--- src/rtl/pixser_pkg.sv ---
package pixser_pkg;
    localparam int PIX_W     = 24;
    localparam int CTL_W     = 3;
    localparam int RSV_W     = 2;
    localparam int MAX_LANES = 3;
    localparam int DATA_W    = PIX_W + CTL_W;
    localparam int FRAME_W   = DATA_W + 1 + RSV_W;
    localparam int CNT_W     = $clog2(FRAME_W);

    typedef enum logic [0:0] {
        ST_STANDBY = 1'b0,
        ST_STREAM  = 1'b1
    } state_e;

    // group length in bit clocks for a normalised lane count
    function automatic logic [CNT_W-1:0] grp_len(input logic [1:0] lanes);
        case (lanes)
            2'd2:    return CNT_W'(FRAME_W / 2);
            2'd3:    return CNT_W'(FRAME_W / 3);
            default: return CNT_W'(FRAME_W);
        endcase
    endfunction
endpackage

--- src/rtl/pixser_framer.sv ---
module pixser_framer #(
    parameter int PB = 24,
    parameter int CB = 3,
    parameter int RB = 2,
    localparam int FW = PB + CB + 1 + RB
) (
    input  logic [PB-1:0] pix_i,
    input  logic [CB-1:0] ctl_i,
    output logic [FW-1:0] frame_o
);
    logic par;

    // odd parity: the data bits plus the parity bit hold an odd count of ones
    assign par     = ~^{ctl_i, pix_i};
    assign frame_o = {ctl_i, pix_i, par, {RB{1'b0}}};
endmodule

--- src/rtl/pixser_lane.sv ---
module pixser_lane #(
    parameter int FW = 30,
    parameter int OW = 6
) (
    input  logic          clk,
    input  logic          rst_n,
    input  logic          clear_i,
    input  logic          load_i,
    input  logic          shift_i,
    input  logic [FW-1:0] frame_i,
    input  logic [OW-1:0] ofs_i,
    output logic          bit_o
);
    logic [FW-1:0] sh_q;

    always_ff @(posedge clk or negedge rst_n) begin
        if (!rst_n) begin
            sh_q <= '0;
        end else if (clear_i) begin
            sh_q <= '0;
        end else if (load_i) begin
            // left-align this lane's group so its first bit sits at the MSB
            sh_q <= frame_i << ofs_i;
        end else if (shift_i) begin
            sh_q <= {sh_q[FW-2:0], 1'b0};
        end
    end

    assign bit_o = sh_q[FW-1];
endmodule

--- src/rtl/pixser_ctrl.sv ---
module pixser_ctrl
    import pixser_pkg::*;
#(
    parameter int CW = CNT_W
) (
    input  logic          clk,
    input  logic          rst_n,
    input  logic          enable_i,
    input  logic [1:0]    lane_sel_i,
    input  logic          swap_i,
    output logic          load_o,
    output logic          shift_o,
    output logic          clear_o,
    output logic [CW-1:0] load_len_o,
    output logic [1:0]    lanes_o,
    output logic          swap_o,
    output logic          frame_start_o,
    output logic          pclk_o
);
    state_e       st_q, st_d;
    logic [CW-1:0] cnt_q, cnt_d, len_q;
    logic [1:0]    lanes_q, sel_norm;
    logic          swap_q;

    assign sel_norm   = (lane_sel_i == 2'd0) ? 2'd1 : lane_sel_i;
    assign load_len_o = grp_len(sel_norm);

    // state register
    always_ff @(posedge clk or negedge rst_n) begin
        if (!rst_n) begin
            st_q    <= ST_STANDBY;
            cnt_q   <= '0;
            len_q   <= CW'(FRAME_W);
            lanes_q <= 2'd1;
            swap_q  <= 1'b0;
        end else begin
            st_q  <= st_d;
            cnt_q <= cnt_d;
            if (load_o) begin
                lanes_q <= sel_norm;
                swap_q  <= swap_i;
                len_q   <= load_len_o;
            end
        end
    end

    // transitions
    always_comb begin
        st_d    = st_q;
        cnt_d   = cnt_q;
        load_o  = 1'b0;
        shift_o = 1'b0;
        clear_o = 1'b0;
        unique case (st_q)
            ST_STANDBY: begin
                if (enable_i) begin          // WAKE
                    st_d   = ST_STREAM;
                    load_o = 1'b1;
                    cnt_d  = '0;
                end else begin
                    clear_o = 1'b1;
                end
            end
            ST_STREAM: begin
                if (!enable_i) begin         // HALT
                    st_d    = ST_STANDBY;
                    clear_o = 1'b1;
                    cnt_d   = '0;
                end else if (cnt_q == len_q - CW'(1)) begin  // RELOAD
                    load_o = 1'b1;
                    cnt_d  = '0;
                end else begin
                    shift_o = 1'b1;
                    cnt_d   = cnt_q + CW'(1);
                end
            end
        endcase
    end

    // outputs
    always_comb begin
        lanes_o       = lanes_q;
        swap_o        = swap_q;
        frame_start_o = 1'b0;
        pclk_o        = 1'b0;
        unique case (st_q)
            ST_STANDBY: ;
            ST_STREAM: begin
                frame_start_o = (cnt_q == '0);
                pclk_o        = (cnt_q < ((len_q + CW'(1)) >> 1));
            end
        endcase
    end
endmodule

--- src/rtl/pixser_top.sv ---
module pixser_top
    import pixser_pkg::*;
#(
    parameter int PIX_BITS = PIX_W,
    parameter int CTL_BITS = CTL_W,
    parameter int LANES    = MAX_LANES,
    localparam int FW = PIX_BITS + CTL_BITS + 1 + RSV_W,
    localparam int CW = $clog2(FW),
    localparam int OW = CW + 2
) (
    input  logic                clk,
    input  logic                rst_n,
    input  logic                enable_i,
    input  logic [1:0]          lane_sel_i,
    input  logic                swap_i,
    input  logic [PIX_BITS-1:0] pix_i,
    input  logic [CTL_BITS-1:0] ctl_i,
    output logic [LANES-1:0]    lane_o,
    output logic                pclk_o,
    output logic                frame_start_o
);
    logic [FW-1:0]    frame_w;
    logic             load_w, shift_w, clear_w, swap_q;
    logic [CW-1:0]    load_len;
    logic [1:0]       lanes_q;
    logic [LANES-1:0] grp_bit;

    pixser_framer #(.PB(PIX_BITS), .CB(CTL_BITS), .RB(RSV_W)) framer_i (
        .pix_i   (pix_i),
        .ctl_i   (ctl_i),
        .frame_o (frame_w)
    );

    pixser_ctrl #(.CW(CW)) ctrl_i (
        .clk           (clk),
        .rst_n         (rst_n),
        .enable_i      (enable_i),
        .lane_sel_i    (lane_sel_i),
        .swap_i        (swap_i),
        .load_o        (load_w),
        .shift_o       (shift_w),
        .clear_o       (clear_w),
        .load_len_o    (load_len),
        .lanes_o       (lanes_q),
        .swap_o        (swap_q),
        .frame_start_o (frame_start_o),
        .pclk_o        (pclk_o)
    );

    for (genvar k = 0; k < LANES; k++) begin : g_lane
        logic [OW-1:0] ofs;
        assign ofs = OW'(k) * OW'(load_len);
        pixser_lane #(.FW(FW), .OW(OW)) lane_i (
            .clk     (clk),
            .rst_n   (rst_n),
            .clear_i (clear_w),
            .load_i  (load_w),
            .shift_i (shift_w),
            .frame_i (frame_w),
            .ofs_i   (ofs),
            .bit_o   (grp_bit[k])
        );
    end

    // route groups to output lanes, reversed among the active lanes on swap
    always_comb begin
        lane_o = '0;
        for (int j = 0; j < LANES; j++) begin
            if (j < int'(lanes_q)) begin
                if (swap_q) lane_o[j] = grp_bit[int'(lanes_q) - 1 - j];
                else        lane_o[j] = grp_bit[j];
            end
        end
    end
endmodule

--- config.mk ---
export PLATFORM = sky130hd
export DESIGN_NAME = pixser_top
export DESIGN_NICKNAME = d
export VERILOG_FILES = /design/src/rtl/pixser_pkg.sv /design/src/rtl/pixser_framer.sv /design/src/rtl/pixser_lane.sv /design/src/rtl/pixser_ctrl.sv /design/src/rtl/pixser_top.sv
export SDC_FILE = /design/constraint.sdc
export NUM_CORES = 1
export LEC_CHECK = 0
export ABC_AREA = 0
export BUFFER_PORTS_ARGS = -buffer_cell sky130_fd_sc_hd__buf_2
export CELL_PAD_IN_SITES_DETAIL_PLACEMENT = 0
export CELL_PAD_IN_SITES_GLOBAL_PLACEMENT = 1
export CORE_ASPECT_RATIO = 1.1
export CORE_MARGIN = 2
export CORE_UTILIZATION = 40
export DETAILED_ROUTE_END_ITERATION = 6
export PLACE_DENSITY = 0.7
export SYNTH_ARGS = -nofsm -noshare
export SYNTH_HDL_FRONTEND = slang
export SYNTH_SLANG_ARGS = --single-unit
--- constraint.sdc ---
create_clock -name clk -period 3.46 [get_ports clk]
set_input_delay 0.519 -clock clk [delete_from_list [all_inputs] [get_ports clk]]
set_output_delay 0.519 -clock clk [all_outputs]
set_load 0.03 [all_outputs]
# After elaboration in Yosys (flattened, before gate mapping)
# Cells that the tools add are included.
# totals
register_bits	104
in_bits	33
output_inout_bits	5
# classes
add_sub_neg	6
order_cmp	7
n_eq_ne	4
shifts	2
muxes	40
bitwise	1
n_reduce_logical	4
# op_table
cell	n
two-way mux 30 bit	9
less-than comparator 32 x 4 -> 1 bit (second input constant)	1
<< shifter 30 x 5 -> 30 bit	1
<< shifter 30 x 6 -> 30 bit	1
XNOR reduction 27 bit	1
two-way mux 1 bit	21
one-hot mux 5 bit (2 select lines)	2
two-way mux 5 bit	3
adder 5 x 1 -> 5 bit (second input constant)	2
binary-select mux 1 bit (select 2 bit)	3
== test 5 bit	1
zero test 5 bit	1
less-than comparator 5 x 4 -> 1 bit	1
subtractor 5 x 1 -> 5 bit (second input constant)	1
== test 2 bit (second input constant)	2
less-than comparator 1 x 2 -> 1 bit (first input constant)	2
less-than comparator 3 x 4 -> 1 bit (second input constant)	1
less-than comparator 4 bit (second input constant)	1
subtractor 3 x 2 -> 4 bit (second input constant)	1
subtractor 3 x 3 -> 4 bit (second input constant)	1
nonzero test 3 bit	1
subtractor 2 x 1 -> 3 bit (second input constant)	1
zero test 2 bit	1
less-than comparator 2 bit (first input constant)	1
other kinds (4)	4

# Logic depth before layout (Yosys ltp)
# depth
depth_word	8
mapped_depth	8
ltp_nobuf	7

# Modules after synthesis
# Synthesis repeated with hierarchy kept, for this count alone.
# unflattened
hier_cells	1183
hier_area_um2	10963.0
# by_module_without_submodules
mod	n_inst	cells_each	area_per_inst_um2	seq_area_each_um2
pixser_lane	3	345	3199.3	750.7
pixser_ctrl	1	71	729.4	304.0
pixser_framer	1	55	474.2	0.0
pixser_top	1	22	161.4	0.0

# Worst setup path before layout
# OpenSTA, ideal clock, no wires.
# synth_path
path_type	flip-flop to output port
start	register ctrl_i.len_q[2]
end	output pclk_o
arrival_ps	2100
required_ps	2941
setup_slack_ps	841
path_stages_with_launch	8
n_path_buf	0
cell_sequence	dfstp_2 > ha_1 > inv_1 > ha_1 > nor2b_1 > o21ai_0 > nand2b_1 > a211oi_1
# synth_via
elab_chain_cells	3
# synth_rtl
item	line	text
start, declared	pixser_ctrl.sv:21	logic [CW-1:0] cnt_q, cnt_d, len_q;
start signal, assigned	pixser_ctrl.sv:33	len_q <= CW'(FRAME_W);
start signal, assigned	pixser_ctrl.sv:42	len_q <= load_len_o;
adder 5 x 1 -> 5 bit	pixser_ctrl.sv:90	pclk_o = (cnt_q < ((len_q + CW'(1)) >> 1));
less-than comparator 5 x 4 -> 1 bit	pixser_ctrl.sv:90	
two-way mux 1 bit	pixser_ctrl.sv:86	unique case (st_q)
end, declared	pixser_top.sv:19	output logic pclk_o,
# Every way passes these cells.

# Final worst setup path
# layout_path
start	register ctrl_i.lanes_q[0], in the netlist ctrl_i.lanes_o[0]
end	output lane_o[2]
# layout_via
elab_chain_cells	7
# layout_rtl
item	line	text
start, declared	pixser_ctrl.sv:22	logic [1:0] lanes_q, sel_norm;
start signal, assigned	pixser_ctrl.sv:40	lanes_q <= sel_norm;
subtractor 2 x 1 -> 3 bit	pixser_top.sv:70	if (swap_q) lane_o[j] = grp_bit[int'(lanes_q) - 1 - j];
subtractor 3 x 3 -> 4 bit	pixser_top.sv:70	
binary-select mux 1 bit (select 2 bit)	pixser_top.sv:70	
two-way mux 1 bit (implied by the code) (2 in series)	pixser_top.sv:70	
two-way mux 1 bit	pixser_top.sv:70	
two-way mux 1 bit *	pixser_top.sv:69	if (j < int'(lanes_q)) begin
end, declared	pixser_top.sv:18	output logic [LANES-1:0] lane_o,
# Mark *: on every way between the ends. The rest lies on a longest branch, timed or not. The select of a mux whose other input is x is not followed.

==> impl_summary.log <==
[metrics] effective utilization at floorplan: 0.409
[metrics] detailed-router iteration count before antenna repair: 5
[metrics] most common cell after layout, fill and taps aside: sky130_fd_sc_hd__nand2_1
[metrics] hold-fix buffers at CTS: 0
[metrics] setup slack of the most critical reg-to-reg path: 1.06 ns
[metrics] achievable frequency: approximately 360 MHz
[metrics] clock latency at the later pin of the worst-skew pair: 0.34 ns
[metrics] endpoint required time on the critical path: 2.94 ns
[metrics] Num Clock Sinks: 65
[metrics] number of gates resized after CTS: 0
[metrics] area of the mapped netlist: 3220 um^2
[metrics] DP HPWL: around 5 mm
[metrics] clock network fraction of total power: 0.389
[metrics] layout cell share with drive strength beyond 1: 0.201
[metrics] RD Place Congestion: 0.746
[metrics] core area: a little under 8000 um^2
[metrics] Die Outline Area: 8780 um^2
[metrics] arrival time reported for the critical path endpoint: between 2 and 2.5 ns
[metrics] endpoint kind of the worst setup timing path: output port
[metrics] average routed wire per standard cell: about 15 um
[metrics] pin count of the biggest net entering global routing: between 40 and 50
[metrics] Setup-failing EPs final: 0
[metrics] net switching power: approximately 520 uW
[metrics] Netlist cell types: 38
[metrics] diode count: 0
[metrics] sequential cell area fraction in the yosys report: 0.506
[metrics] unrepaired setup endpoints after global routing: no
[metrics] clock transition at the registers of the reported paths: about 0.08 ns
[metrics] Sum Neg Setup Slack: 0 ns
[metrics] Logic pwr share: 0.168
[metrics] wire length of the first global-routing pass: ~12 mm
[metrics] post-route clock period utilization: 0.796
[metrics] outcome: complete, no violations
[metrics] post-synthesis sequential element count: between 60 and 70
[metrics] max-slew violation count: 0
[metrics] Hold/Removal Path Class: in -> async
[metrics] final setup skew: slightly above 0.008 ns
[metrics] Crit Path Class: reg -> out
[metrics] Tightest Pin Transition: about 1.0 ns
[metrics] headroom to the max-slew limit: 0.315
[metrics] mean post-synth cell area: between 9 and 10 um^2
[metrics] I/O pins: 38
[metrics] drt initial violations: approximately 110
[metrics] Core Rows: 34
[metrics] die boundary height: around 100 um
[metrics] wirelength, routed: about 7.4 mm
[metrics] Tot GR Track Use: 0.185
[metrics] clock root buffer: sky130_fd_sc_hd__clkbuf_8
[metrics] number of warnings printed during yosys synthesis: 0
[metrics] utilization after layout: 0.476
[metrics] worst-case clock buffer depth: 2
[metrics] maximum level of the CTS H-tree: 3
[metrics] ratio of routed vias to standard cells: roughly 5.2
[metrics] highest ir drop seen on vdd: around 0.00021 V
[metrics] Pint: 1360 uW
[metrics] GRT Residual Overflow: 0
[metrics] number of nets in the final layout: 407
[metrics] Mapped Cells: between 300 and 400
[metrics] number of global-route vias before repair: roughly 2400
[metrics] power per cell area: ~500 nW/um^2
[metrics] # DRC: 0
[metrics] power share of the sequential group: 0.442
[metrics] TritonCTS clock tree: built
[metrics] kind of start point of the critical path: flip-flop
[metrics] commonest cells after routing, fill and taps aside: sky130_fd_sc_hd__nand2_1 (73), sky130_fd_sc_hd__dfrtp_1 (62), sky130_fd_sc_hd__a21oi_1 (41), sky130_fd_sc_hd__buf_2 (37), sky130_fd_sc_hd__xnor2_1 (22)
[metrics] area growth from synthesis to layout: 16.2%
[metrics] worst-path maximum fanout: 7
[metrics] sw frac: 0.278
[metrics] number of input and output port buffers inserted: 37
[metrics] total of fill cells in the finished design: approximately 790
[metrics] number of nets still failing antenna checks after routing: 0
[metrics] die width: roughly 90 um
[metrics] number of buffers added for setup after CTS: 0
[metrics] leakage power: about 0.0018 uW
[metrics] post-synthesis net count: 370
[metrics] antenna violations before repair: 0
[metrics] Final Hold Vio Count: 0
[metrics] Period minus WS final: between 2 and 3 ns
[metrics] number of vias in the routed layout: ~2500
[metrics] Inserted Clock Buffers: 9
[metrics] count of maximum capacitance violations: 0
-- registers in the layout, indices dropped and copies added, names as in the netlist --
register            cells
g_lane.lane_i.sh_q     53
ctrl_i.len_q            3
ctrl_i.lanes_o          2
ctrl_i.cnt_q            5
ctrl_i.swap_o           1
ctrl_i.st_q             1
-- worst paths after layout --
check                                          start                   endpoint  cells past startpoint
setup reg to reg                     ctrl_i.cnt_q[0]  g_lane[1].lane_i.sh_q[27]                      7
setup / recovery                   ctrl_i.lanes_o[0]                  lane_o[2]                      7
hold / removal                                 rst_n                ctrl_i.st_q                      1
max in group asynchronous                      rst_n            ctrl_i.len_q[2]                      2
min in group clk                            enable_i                ctrl_i.st_q                      1
hold reg to reg            g_lane[1].lane_i.sh_q[13]  g_lane[1].lane_i.sh_q[14]                      1
-- metal layers --
metal | vias to the layer above | part of all wire | routed length, um | track usage
met1 | 1220 | 0.46 | 3410 | 0.261
li1 | 1192 | - | - | -
met3 | 6 | 0.034 | 254 | 0.0380
met4 | 0 | 0.010 | 74 | 0.0620
met5 | - | 0 | 0 | 0
met2 | 39 | 0.49 | 3640 | 0.284
-- power groups by stage --
stage,Clock [uW],Combinational (uW),Sequential [uW]
3_3_place_gp,0,319,845
4_1_cts,747,322,832
3_5_place_dp,0,319,846
2_1_floorplan,0,220,839
5_1_grt,787,356,837
6_report,732,316,831
-- critical path, stage by stage (launching register included) --
cell	delay, ns
sky130_fd_sc_hd__dfstp_2	0.60
sky130_fd_sc_hd__inv_1	0.11
sky130_fd_sc_hd__ha_1	0.38
sky130_fd_sc_hd__nor2_1	0.10
sky130_fd_sc_hd__a22o_1	0.18
sky130_fd_sc_hd__a222oi_1	0.27
sky130_fd_sc_hd__nor2b_1	0.08
sky130_fd_sc_hd__buf_2	0.18
-- cells by family (layout without fill, tap and decap cells) --
logic type	Yosys count	after routing	share of synthesized area
fa+ha+maj	10	10	0.0389
xor+xnor	29	29	0.0874
flops	65	65	0.506
compound gates	75	75	0.156
buf+inv	26	68	0.0315
simple gates	113	113	0.148
mux	9	9	0.0315
-- synth_stat cells, drive strengths merged --
cell / number / area, um^2
xnor3: 2 / 45.0
nor3: 2 / 10.0
nor2b: 3 / 18.8
o41ai: 1 / 27.5
a311oi: 1 / 8.76
nand3: 13 / 65.1
ha: 10 / 125
o32ai: 1 / 8.76
o21ai: 5 / 25.0
buf: 4 / 18.8
a21o: 2 / 15.0
clkinv: 1 / 3.75
a22o: 15 / 131
xor2: 5 / 43.8
a222oi: 1 / 10.0
a211oi: 1 / 7.51
dfrtp: 62 / 1550
nor4b: 1 / 8.76
nand2: 74 / 280
and3: 3 / 18.8
o31ai: 1 / 7.51
a221o: 2 / 20.0
clkbuf: 13 / 48.8
a21boi: 2 / 15.0
nor2: 13 / 51.3
a21oi: 41 / 205
nor4: 1 / 6.26
o41a: 1 / 11.3
inv: 8 / 30.0
nand2b: 2 / 12.5
a221oi: 1 / 8.76
nand4: 1 / 6.26
xnor2: 22 / 193
mux2: 9 / 101
dfstp: 3 / 78.8
-- stage by stage --
stage / setup slack (ns) / instances / hold WS (ns) / power, uW / cell area [um^2]
floorplan: 0.841 / 327 / 0.223 / 1060 / 3220
global placement: 1.07 / 461 / 0.454 / 1160 / 3520
detailed placement: 1.06 / 461 / 0.460 / 1170 / 3520
CTS: 0.688 / 477 / 0.136 / 1900 / 3740
global route: 0.513 / 477 / 0.155 / 1980 / 3740
finish: 0.707 / 477 / 0.127 / 1880 / 3740
-- layout make-up --
type	count	area [um^2]	area share
repair buffers	43	230	0.0615
flip-flops and latches	65	1630	0.436
multi-input cells	236	1490	0.398
well taps	108	135	0.0361
clock inverters	7	101	0.0271
clock buffers	9	124	0.0331
inverters	9	33.8	0.00903
No activity file was read; power rests on OpenSTA's default activity.
